`src/rtl/sysctl_pkg.sv`:
```
`timescale 1ns/1ps
package sysctl_pkg;
    typedef enum logic {
        RF_LOW  = 1'b0,
        RF_HIGH = 1'b1
    } refresh_state_e;

    typedef struct packed {
        logic spk_en;
        logic gate2;
    } ctl_t;

    localparam int RD_GATE2_BIT   = 0;
    localparam int RD_SPKEN_BIT   = 1;
    localparam int RD_REFRESH_BIT = 4;
    localparam int RD_T2OUT_BIT   = 5;
endpackage

```
`src/rtl/sysctl_refresh.sv`:
```
`timescale 1ns/1ps
module sysctl_refresh
    import sysctl_pkg::*;
#(
    parameter int PERIOD = 3017
) (
    input  logic clk,
    input  logic rst_n,
    output logic refresh_o
);
    localparam int CNT_W = (PERIOD > 1) ? $clog2(PERIOD) : 1;
    localparam logic [CNT_W-1:0] LAST = CNT_W'(PERIOD - 1);

    logic [CNT_W-1:0] cnt_q;
    logic             tick;
    refresh_state_e   state_q, state_d;

    assign tick = (cnt_q == LAST);

    always_ff @(posedge clk) begin
        if (!rst_n)
            cnt_q <= '0;
        else if (tick)
            cnt_q <= '0;
        else
            cnt_q <= cnt_q + 1'b1;
    end

    // State register
    always_ff @(posedge clk) begin
        if (!rst_n)
            state_q <= RF_LOW;
        else
            state_q <= state_d;
    end

    // Next state: FLIP_UP / FLIP_DOWN on terminal count
    always_comb begin
        state_d = state_q;
        unique case (state_q)
            RF_LOW:  if (tick) state_d = RF_HIGH;
            RF_HIGH: if (tick) state_d = RF_LOW;
        endcase
    end

    // Output process
    always_comb begin
        refresh_o = 1'b0;
        unique case (state_q)
            RF_LOW:  refresh_o = 1'b0;
            RF_HIGH: refresh_o = 1'b1;
        endcase
    end

    a_r7_flip_on_tick: assert property (@(posedge clk) disable iff (!rst_n)
        tick |=> (refresh_o != $past(refresh_o)));
    a_r7_hold_between: assert property (@(posedge clk) disable iff (!rst_n)
        !tick |=> $stable(refresh_o));
    a_r7_count_range: assert property (@(posedge clk) disable iff (!rst_n)
        cnt_q <= LAST);
endmodule

```
`src/rtl/sysctl_ctlreg.sv`:
```
`timescale 1ns/1ps
module sysctl_ctlreg
    import sysctl_pkg::*;
#(
    parameter int DW = 8
) (
    input  logic          clk,
    input  logic          rst_n,
    input  logic          wr_en,
    input  logic [DW-1:0] wr_data,
    output ctl_t          ctl_o
);
    ctl_t ctl_q;

    always_ff @(posedge clk) begin
        if (!rst_n)
            ctl_q <= '0;
        else if (wr_en) begin
            ctl_q.gate2  <= wr_data[RD_GATE2_BIT];
            ctl_q.spk_en <= wr_data[RD_SPKEN_BIT];
        end
    end

    assign ctl_o = ctl_q;

    a_r3_gate_write: assert property (@(posedge clk) disable iff (!rst_n)
        wr_en |=> ctl_o.gate2 == $past(wr_data[RD_GATE2_BIT]));
    a_r4_enable_write: assert property (@(posedge clk) disable iff (!rst_n)
        wr_en |=> ctl_o.spk_en == $past(wr_data[RD_SPKEN_BIT]));
    a_r5_hold_idle: assert property (@(posedge clk) disable iff (!rst_n)
        !wr_en |=> $stable(ctl_o));
endmodule

```
`src/rtl/sysctl_port.sv`:
```
`timescale 1ns/1ps
module sysctl_port
    import sysctl_pkg::*;
#(
    parameter int CLK_HZ     = 200_000_000,
    parameter int REFRESH_NS = 15085
) (
    input  logic       clk,
    input  logic       rst_n,
    input  logic       wr_en,
    input  logic [7:0] wr_data,
    input  logic       tmr2_out,
    output logic [7:0] rd_data,
    output logic       gate_ch0,
    output logic       gate_ch1,
    output logic       gate_ch2,
    output logic       spk_out
);
    localparam longint unsigned PROD = 64'(CLK_HZ) * 64'(REFRESH_NS);
    localparam int PERIOD_RAW = int'((PROD + 64'd500_000_000) / 64'd1_000_000_000);
    localparam int PERIOD     = (PERIOD_RAW < 1) ? 1 : PERIOD_RAW;

    ctl_t ctl;
    logic refresh;

    sysctl_ctlreg #(.DW(8)) u_ctl (
        .clk     (clk),
        .rst_n   (rst_n),
        .wr_en   (wr_en),
        .wr_data (wr_data),
        .ctl_o   (ctl)
    );

    sysctl_refresh #(.PERIOD(PERIOD)) u_refresh (
        .clk       (clk),
        .rst_n     (rst_n),
        .refresh_o (refresh)
    );

    always_comb begin
        rd_data                 = '0;
        rd_data[RD_GATE2_BIT]   = ctl.gate2;
        rd_data[RD_SPKEN_BIT]   = ctl.spk_en;
        rd_data[RD_REFRESH_BIT] = refresh;
        rd_data[RD_T2OUT_BIT]   = tmr2_out;
    end

    assign gate_ch0 = 1'b1;
    assign gate_ch1 = 1'b1;
    assign gate_ch2 = ctl.gate2;
    assign spk_out  = tmr2_out & ctl.spk_en;

    a_r1_reset_clear: assert property (@(posedge clk)
        !rst_n |=> (gate_ch2 == 1'b0 && rd_data[RD_SPKEN_BIT] == 1'b0 && rd_data[RD_REFRESH_BIT] == 1'b0));
    a_r8_reserved_zero: assert property (@(posedge clk) disable iff (!rst_n)
        (rd_data & 8'hCC) == 8'h00);
endmodule

```
`config.mk`:
```
export PLATFORM = sky130hd
export DESIGN_NAME = sysctl_port
export DESIGN_NICKNAME = d
export VERILOG_FILES = /design/src/rtl/sysctl_pkg.sv /design/src/rtl/sysctl_refresh.sv /design/src/rtl/sysctl_ctlreg.sv /design/src/rtl/sysctl_port.sv
export SDC_FILE = /design/constraint.sdc
export NUM_CORES = 1
export LEC_CHECK = 0
export BUFFER_PORTS_ARGS = -buffer_cell sky130_fd_sc_hd__buf_4
export CORE_UTILIZATION = 43
export DETAILED_ROUTE_END_ITERATION = 6
export GPL_TIMING_DRIVEN = 0
export PLACE_DENSITY = 0.72
export SETUP_SLACK_MARGIN = 0.5
export SLEW_MARGIN = 20
export SYNTH_ARGS = -nofsm -noshare
export SYNTH_HDL_FRONTEND = slang
export SYNTH_SLANG_ARGS = --single-unit
```
`constraint.sdc`:
```
create_clock -name clk -period 1.7 [get_ports clk]
set_input_delay 0.34 -clock clk [delete_from_list [all_inputs] [get_ports clk]]
set_output_delay 0.34 -clock clk [all_outputs]
set_load 0.05 [all_outputs]
```
Yosys cells after proc, flatten, opt, wreduce, memory -nomap -nowiden
Cells that the tools add are included.
Operators by class
  multiplexer cells: 4
  bitwise operators: 3
  reduce and logical (&&, ||, !) cells: 1
  equal/unequal tests: 1
  $add $sub $neg: 1
Operator list (count)
  12-bit by 1-bit adder with 12-bit output, second input constant: 1
  12-bit equality test, second input constant: 1
  1-bit one-hot mux with 2 select lines: 2
  1-bit two-way mux: 2
  1-bit inverter: 2
  2-bit OR reduction: 1
  1-bit AND: 1
Word-level totals
  input bits: 12
  output and inout bits: 12
  register bits after elaboration: 15
  logic and storage cells: 14

Longest topological paths before layout
Gate-level depths: netlist of the first run.
  word-level depth: 3
  depth in mapped cells: 6
  depth with buffers taken out: 5

Cells and area by module
Synthesis of the first run repeated with hierarchy kept, for this count alone.
Unflattened totals
  cell total of the unflattened synthesis: 81
  area total of the unflattened synthesis: 757.0 µm²
By module, submodules not included
  sysctl_refresh: sequential area each 260.2 µm², instances 1, area each 603.1 µm², cells each 63
  sysctl_port: sequential area each 0.0 µm², instances 1, area each 81.3 µm², cells each 12
  sysctl_ctlreg: sequential area each 40.0 µm², instances 1, area each 72.6 µm², cells each 6

Worst setup path after synthesis of the first run
OpenSTA, ideal clock, no wires.
  path kind: register to register
  start point: register u_refresh.cnt_q[0]
  end point: register u_refresh.cnt_q[2]
  library setup time: 0.117 ns
  period minus slack after synthesis: 1.681 ns
  slack: 0.019 ns
  data required time: 1.583 ns
  cell stages (with the launch flop): 7
  arrival: 1.564 ns
  path buffers: 1
  cell sequence: dfxtp_1 inv_1 ha_1 or4bb_1 o31ai_1 buf_2 nor2_1
Between the ends
  cells in the longest elaborated chain, start to end: 2
  elaborated cells on any way between the ends: 3
  classes of those cells: add/sub: 1; eq/ne: 1; reduce/logical: 1
Ends and longest elaborated chain
  from (decl): RTL line sysctl_refresh.sv:14  | logic [CNT_W-1:0] cnt_q;
  from (signal assigned): RTL line sysctl_refresh.sv:26  | cnt_q <= cnt_q + 1'b1;
  branches (longest 2 deep; another with 12-bit by 1-bit adder with 12-bit output)
Parallel ways; which one is timed is not known.
A chain may end at the register's enable or synchronous reset.

Final worst setup path of the first run
  start point: register u_refresh.cnt_q[0]
  end point: register u_refresh.state_q
Between the ends
  cells in the longest elaborated chain, start to end: 3
  elaborated cells on any way between the ends: 4
  classes of those cells: eq/ne: 1; mux: 3
Ends and longest elaborated chain
  12-bit equality test (*): RTL line sysctl_refresh.sv:18  | assign tick = (cnt_q == LAST);
  1-bit two-way mux, on equally long branches: RTL line sysctl_refresh.sv:42, sysctl_refresh.sv:41
  1-bit one-hot mux with 2 select lines (*): RTL line sysctl_refresh.sv:40  | unique case (state_q)
  to (signal assigned): RTL line sysctl_refresh.sv:34  | state_q <= state_d;
  to (decl): RTL line sysctl_refresh.sv:16  | refresh_state_e state_q, state_d;
Mark *: on every way between the ends. The rest lies on a longest branch, timed or not.

==> results of run 1 <==
==> cells in the final DEF, fill, tap and decap left out <==
cell	synthesis	final
dfxtp_1	15	11
o31ai_4	0	1
mux2i_1	2	2
or4bb_4	0	1
a21oi_1	8	7
nand2_1	4	3
nand2_2	0	1
a21oi_2	0	1
dfxtp_2	0	4
nor2_1	7	7
or4_4	0	1
buf_6	0	4
or3_1	3	3
nand3_1	3	3
o21ai_0	3	3
buf_4	9	18
buf_8	0	2
ha_2	0	1
or4_1	5	4
xor2_1	2	2
o31ai_1	6	5
ha_1	2	1
inv_1	4	4
nand4_1	3	3
xnor2_1	1	1
and2_4	0	1
clkbuf_1	0	1
clkbuf_4	0	3
or3b_1	1	1
conb_1	2	6
==> per-stage QoR <==
step / setup TNS, ns / hold slack [ns] / cells / instance area, um2 / power (mW)
floorplan: 0 / 0.407 / 87 / 752 / 0.465
global placement: -0.206 / 0.418 / 114 / 855 / 0.489
detailed placement: -0.370 / 0.421 / 114 / 855 / 0.491
CTS: 0 / 0.293 / 121 / 950 / 0.714
global route: 0 / 0.314 / 121 / 961 / 0.741
finish: 0 / 0.290 / 121 / 961 / 0.712
==> critical path: cells and delay by family, from the launching register on <==
kind / cells / cell delay (ns)
simple gates: 2 / 0.93
compound gates: 1 / 0.12
buf+inv: 1 / 0.05
flops: 1 / 0.33
fa+ha+maj: 1 / 0.13
==> cell families (layout without fill, tap and decap cells) <==
family	Yosys count	after routing	synth area share
fa+ha+maj	2	2	0.0345
other cells	2	6	0.0104
flops	15	15	0.415
xor+xnor	3	3	0.0363
mux	2	2	0.0276
buf+inv	14	32	0.121
simple gates	28	28	0.218
compound gates	17	17	0.138
==> what timing repair did <==
item,4_1_cts,5_1_grt
buffers inserted,3,0
endpoints found under the setup margin,16,17
pin swaps,3,0
hold endpoints to repair,0,0
hold buffers,0,0
resized for setup,13,3
==> power by group through the flow <==
stage | Clock, mW | Sequential [mW] | Combinational (mW)
6_report | 0.211 | 0.369 | 0.132
5_1_grt | 0.230 | 0.371 | 0.141
4_1_cts | 0.214 | 0.369 | 0.131
3_5_place_dp | 0 | 0.377 | 0.114
3_3_place_gp | 0 | 0.376 | 0.113
2_1_floorplan | 0 | 0.385 | 0.0794
==> sequential cells by signal, indices dropped and copies added (netlist names) <==
| signal | flops |
|---|---|
| u_refresh.state_q | 1 |
| u_refresh.cnt_q | 12 |
| u_ctl.ctl_o | 2 |
==> area by class of cell <==
| type | instances | area share |
|---|---|---|
| inverter | 4 | 0.0156 |
| clock buffer | 4 | 0.0273 |
| timing repair buffer | 14 | 0.133 |
| tap | 16 | 0.0208 |
| sequential | 15 | 0.318 |
| buffer | 10 | 0.0859 |
| multi-input combinational | 58 | 0.400 |
==> path summary, 6_finish.rpt <==
kind	start	to	slack (ns)	depth (start not counted)
max	u_refresh.cnt_q[0]	u_refresh.state_q	0.09	5
min	wr_data[1]	u_ctl.ctl_o[1]	0.29	3
max reg2reg	u_refresh.cnt_q[0]	u_refresh.state_q	0.09	5
min reg2reg	u_refresh.cnt_q[11]	u_refresh.cnt_q[11]	0.49	2
==> per-layer routing <==
metal / track usage / part of all wire / vias up
li1: - / - / 325
met1: 0.192 / 0.42 / 299
met2: 0.315 / 0.50 / 17
met3: 0.0340 / 0.044 / 5
met4: 0.127 / 0.030 / 0
met5: 0 / 0 / -
==> results_dict.tcl, run 1 <==
set metrics [dict create \
    drt_iter0_markers 13 \
    critPathMaxFanout 3 \
    min_period_ns 1.61 \
    status "completed" \
    grt_antenna_before_repair 0 \
    p_seq_frac 0.518 \
    multi_input_area_um2 384 \
    overflow 0 \
    fillers 145 \
    worstSetupEndpointType "register" \
    dieArea_mm2 0.00185 \
    yosysMostFrequentCell "dfxtp_1" \
    crit_required_ns 1.94 \
    cp.arrival_ns 1.85 \
    placementRows 14 \
    crit_path_max_incr_delay_ns 0.49 \
    seqCellArea_um2 305 \
    syn-cell-area_um2 724 \
    async_flop_share 0 \
    yosys-top-cells-area "dfxtp_1 41%, buf_4 9.3%, o31ai_1 6.2%" \
    synth_top_area_frac 0.415 \
    crit_slowest_cell "or4bb_4" \
    worstSetupStartpointType "register" \
    fin_nets 120 \
    critPathKind "register to register" \
    synth_ff_type "dfxtp_1" \
    setup_viol 0 \
    pwr-share-clk 0.296 \
    synth_seq_cells 15 \
    via_per_inst 5.34 \
    yosysWarnings 0 \
    synth-edff-count 0 \
    initial_core_util 0.470 \
    yosysTopAreaCell "dfxtp_1" \
    ant_nets 0 \
    p_per_area_mw_per_mm2 741 \
    ir_worst_vdd_mv 0.485 \
    drc 0 \
    die_w_um 43.0 \
    drv_slew 0 \
    clock_skew_ns 0.00461 \
    ctsLongestPathBuffers 2 \
    h-tree-depth 1 \
    io_pins 24 \
    setup_ws_ns 0.0906 \
    drt_pass1_iterations 4 \
    ys_types 21 \
    syn_to_final_growth_pct 32.6 \
    p_int_mw 0.507 \
    wire_per_inst_um 12.3 \
    synth_commonest_cells "15 x dfxtp_1, 9 x buf_4, 8 x a21oi_1" \
    first_global_vias 621 \
    switchingPower_mw 0.205 \
    clock_sinks 15 \
    cp_cell_sequence "inv_1, ha_1, or4bb_4, or4_4, a21oi_2" \
    p_leak_nw 0.383 \
    fmax_mhz 621 \
    routed-via-count 646 \
    synth_seq_area_share 0.415 \
    grt_pass1_wl_mm 2.50 \
    pwr-share-comb 0.186 \
    rsz0062_at_grt "true" \
    cap_violations 0 \
    routed_wl_mm 1.49 \
    grt_max_degree 11 \
    chipHeight_um 43.0 \
    syn_avg_cell_area_um2 8.73 \
    syn_inst 83 \
    cts_tree "done" \
    grt_util_all_layers 0.181 \
    diodes 0 \
    hold_path.class "primary input to register" \
    gp_congestion 0.752 \
    clockRootBuffer "clkbuf_4" \
    fp.coreArea_mm2 0.00154 \
    cts_inserted_buffers 3 \
    portBuffers 11 \
    final_core_util 0.623 \
    fin_crit_sh 0.947 \
    p_sw_frac 0.288 \
    clock_latency_ns 0.29 \
    hold_viol 0 \
    dpl.hpwl_um 985 \
    layout-drive-gt1-share 0.362 \
    clk_pin_slew_ns 0.09 \
    place_ws_ns -0.0464 \
]
(Power assumes the default switching activity.)
==> inputs of run 2 (changes only) <==
--- a/config.mk
+++ b/config.mk
@@ -5,8 +5,9 @@
 export SDC_FILE = /design/constraint.sdc
 export NUM_CORES = 1
 export LEC_CHECK = 0
+export ABC_AREA = 1
 export BUFFER_PORTS_ARGS = -buffer_cell sky130_fd_sc_hd__buf_4
-export CORE_UTILIZATION = 43
+export CORE_UTILIZATION = 44
 export DETAILED_ROUTE_END_ITERATION = 6
 export GPL_TIMING_DRIVEN = 0
 export PLACE_DENSITY = 0.72
==> run 2 against run 1 <==
  * Clock-buffer cell count decreased by 1
  * Sequential power about the same
  * Die area increased by 9.6%
  * Routed wire length increased by 16%
  * Total power increased by 6.6%
  * Final area increased by 21%
  * Worst setup slack improved by 0.37 ns
  * Combinational power increased by 26%
==> results_dict.tcl, run 2 <==
set metrics [dict create \
    status "completed" \
    largest_reg_flops 12 \
    via_per_inst 4.44 \
    ir_worst_vdd_mv 0.542 \
    use_met2 0.290 \
    p_per_area_mw_per_mm2 655 \
    busiest_layer "met2" \
    min_period_ns 1.24 \
    critPathMaxFanout 5 \
    clock_latency_ns 0.31 \
    routed-via-count 760 \
    cts_tree "done" \
    synth_commonest_cells "26 x nand2_1, 25 x nor2_1, 15 x dfxtp_1, 15 x inv_1, 9 x buf_4" \
    overflow 0 \
    r2r_end "u_refresh.cnt_q[0]" \
    synth_top_area_frac 0.368 \
    regMostFlops "u_refresh.cnt_q" \
    cts_inserted_buffers 3 \
    layout_commonest_cell "nand2_1" \
    syn_avg_cell_area_um2 6.91 \
    wire_per_inst_um 10.1 \
    place_ws_ns 0.347 \
    synth_seq_area_share 0.368 \
    fin_crit_sh 0.728 \
    synth_ff_type "dfxtp_1" \
    ctsLongestPathBuffers 2 \
    crit_required_ns 1.90 \
    drc 0 \
    gp_congestion 0.780 \
    critPathKind "register to register" \
    io_pins 24 \
    hold_start "wr_data[1]" \
    min_path_cells 3 \
    yosysMostFrequentCell "nand2_1" \
    grt_pass1_wl_mm 2.41 \
    worstSetupStartpointType "register" \
    rsz0062_at_grt "true" \
    yosys-top-cells-area "dfxtp_1 37%, nand2_1 12%, nor2_1 12%" \
    layout_common_cells "24 x nand2_1, 20 x nor2_1, 20 x buf_4, 13 x inv_1, 10 x dfxtp_1" \
    drt_iter0_markers 40 \
    yosysTopAreaCell "dfxtp_1" \
    routed_wl_mm 1.73 \
    drt_pass1_iterations 6 \
    clock_skew_ns 0.0126 \
    syn-cell-area_um2 816 \
    rr_worst_depth 8 \
    die_w_um 45.1 \
    cap_violations 0 \
    grt_antenna_before_repair 0 \
    syn_to_final_growth_pct 42.2 \
    dpl.hpwl_mm 1.05 \
    yosysWarnings 0 \
    layout-drive-gt1-share 0.384 \
    r2r-start "u_refresh.cnt_q[0]" \
    synth_seq_cells 15 \
    clk_pin_slew_ns 0.09 \
    use_met1 0.196 \
    setup_viol 0 \
    grt_util_all_layers 0.167 \
    fin_nets 161 \
    min_to "u_ctl.ctl_o[1]" \
    setup_ws_ns 0.462 \
    initial_core_util 0.472 \
    first_global_vias 581 \
    diodes 0 \
    hold_buffers 0 \
    p_leak_nw 0.511 \
    drv_slew 0 \
    hold_viol 0 \
    setup-tns-final_ns 0 \
    met3_usage 0.0360 \
    fp.coreArea_mm2 0.00173 \
    worstSetupEndpointType "register" \
    fmax_mhz 808 \
    clockRootBuffer "clkbuf_4" \
    h-tree-depth 1 \
    hold_path.class "primary input to register" \
    dieArea_mm2 0.00203 \
    ant_nets 0 \
    placementRows 15 \
    totalPowerFinal_mw 0.760 \
    grt_max_degree 10 \
    synth-edff-count 0 \
    clock_sinks 15 \
    syn_inst 118 \
    portBuffers 11 \
    cp.arrival_ns 1.44 \
    rrSetupSlack_ns 0.46 \
    chipHeight_um 45.1 \
    async_flop_share 0 \
    ys_types 17 \
]
-- run 2: cell types whose count changed after synthesis, moves of 2 or more --
cell     before  now
nand2_1       4   26
nor2_1        7   25
inv_1         4   15
a21oi_1       8    0
o31ai_1       6    0
nand3_1       3    8
or4_1         5    0
or3_1         3    0
mux2i_1       2    0
nor2_4        0    2
-- run 2: worst max path at each step --
stage / start / endpoint / slack [ns]
2_1_floorplan: u_ctl.ctl_o[1] / spk_out / 0.49
3_3_place_gp: u_refresh.cnt_q[0] / u_refresh.cnt_q[6] / 0.36
3_5_place_dp: u_refresh.cnt_q[0] / u_refresh.cnt_q[11] / 0.35
4_1_cts: u_refresh.cnt_q[1] / u_refresh.cnt_q[2] / 0.39
5_1_grt: u_refresh.cnt_q[1] / u_refresh.cnt_q[5] / 0.38
6_report: u_refresh.cnt_q[0] / u_refresh.cnt_q[0] / 0.46
-- run 2: layer usage --
| layer | share of wire | vias to the layer above |
|---|---|---|
| li1 | - | 397 |
| met1 | 0.44 | 338 |
| met2 | 0.49 | 22 |
| met3 | 0.049 | 3 |
| met4 | 0.019 | 0 |
| met5 | 0 | - |
-- run 2: cell type report --
class,instances,area (um2)
Buffer,10,86.3
Clock buffer,3,22.5
Clock inverter,1,5.00
Fill cell,148,567
Inverter,15,56.3
Multi-Input combinational cell,82,468
Sequential cell,15,307
Tap cell,25,31.3
Timing Repair Buffer,20,184
-- run 2: worst max-delay path, stage by stage (launching register included) --
cell	delay, ns
dfxtp_2	0.34
inv_2	0.08
ha_4	0.14
nand2_4	0.06
nor2_4	0.09
nand2_2	0.08
o21ai_4	0.17
buf_6	0.15
nor2_1	0.04
-- run 2: cell families (layout without fill, tap and decap cells) --
family,Yosys count,after routing,synth area share
compound gates,3,3,0.0230
other cells,2,6,0.00921
xor+xnor,5,5,0.0537
fa+ha+maj,2,2,0.0307
simple gates,66,66,0.350
buf+inv,25,49,0.166
flops,15,15,0.368
-- run 2: power breakdown --
part | leakage (nW) | switching [mW] | total, mW | internal (mW)
Clock | 0.0177 | 0.134 | 0.221 | 0.0879
Combinational | 0.370 | 0.0953 | 0.166 | 0.0707
Sequential | 0.124 | 0.00996 | 0.372 | 0.362
-- run 2: what timing repair did --
action                                  in CTS  in global routing
setup buffers                                6                  2
cloned                                       1                  0
pin swaps                                   10                  8
endpoints found under the hold margin        0                  0
endpoints found under the setup margin      14                 16
gates resized for setup                     19                 14
-- run 2: through the flow --
stage	hold slack, ns	utilization	cells	instance area [um2]
after global placement	0.445	0.549	158	947
final	0.263	0.672	171	1160
after floorplan	0.430	-	122	833
after detailed placement	0.453	0.549	158	947
after global routing	0.263	0.672	171	1160
after CTS	0.262	0.628	169	1080
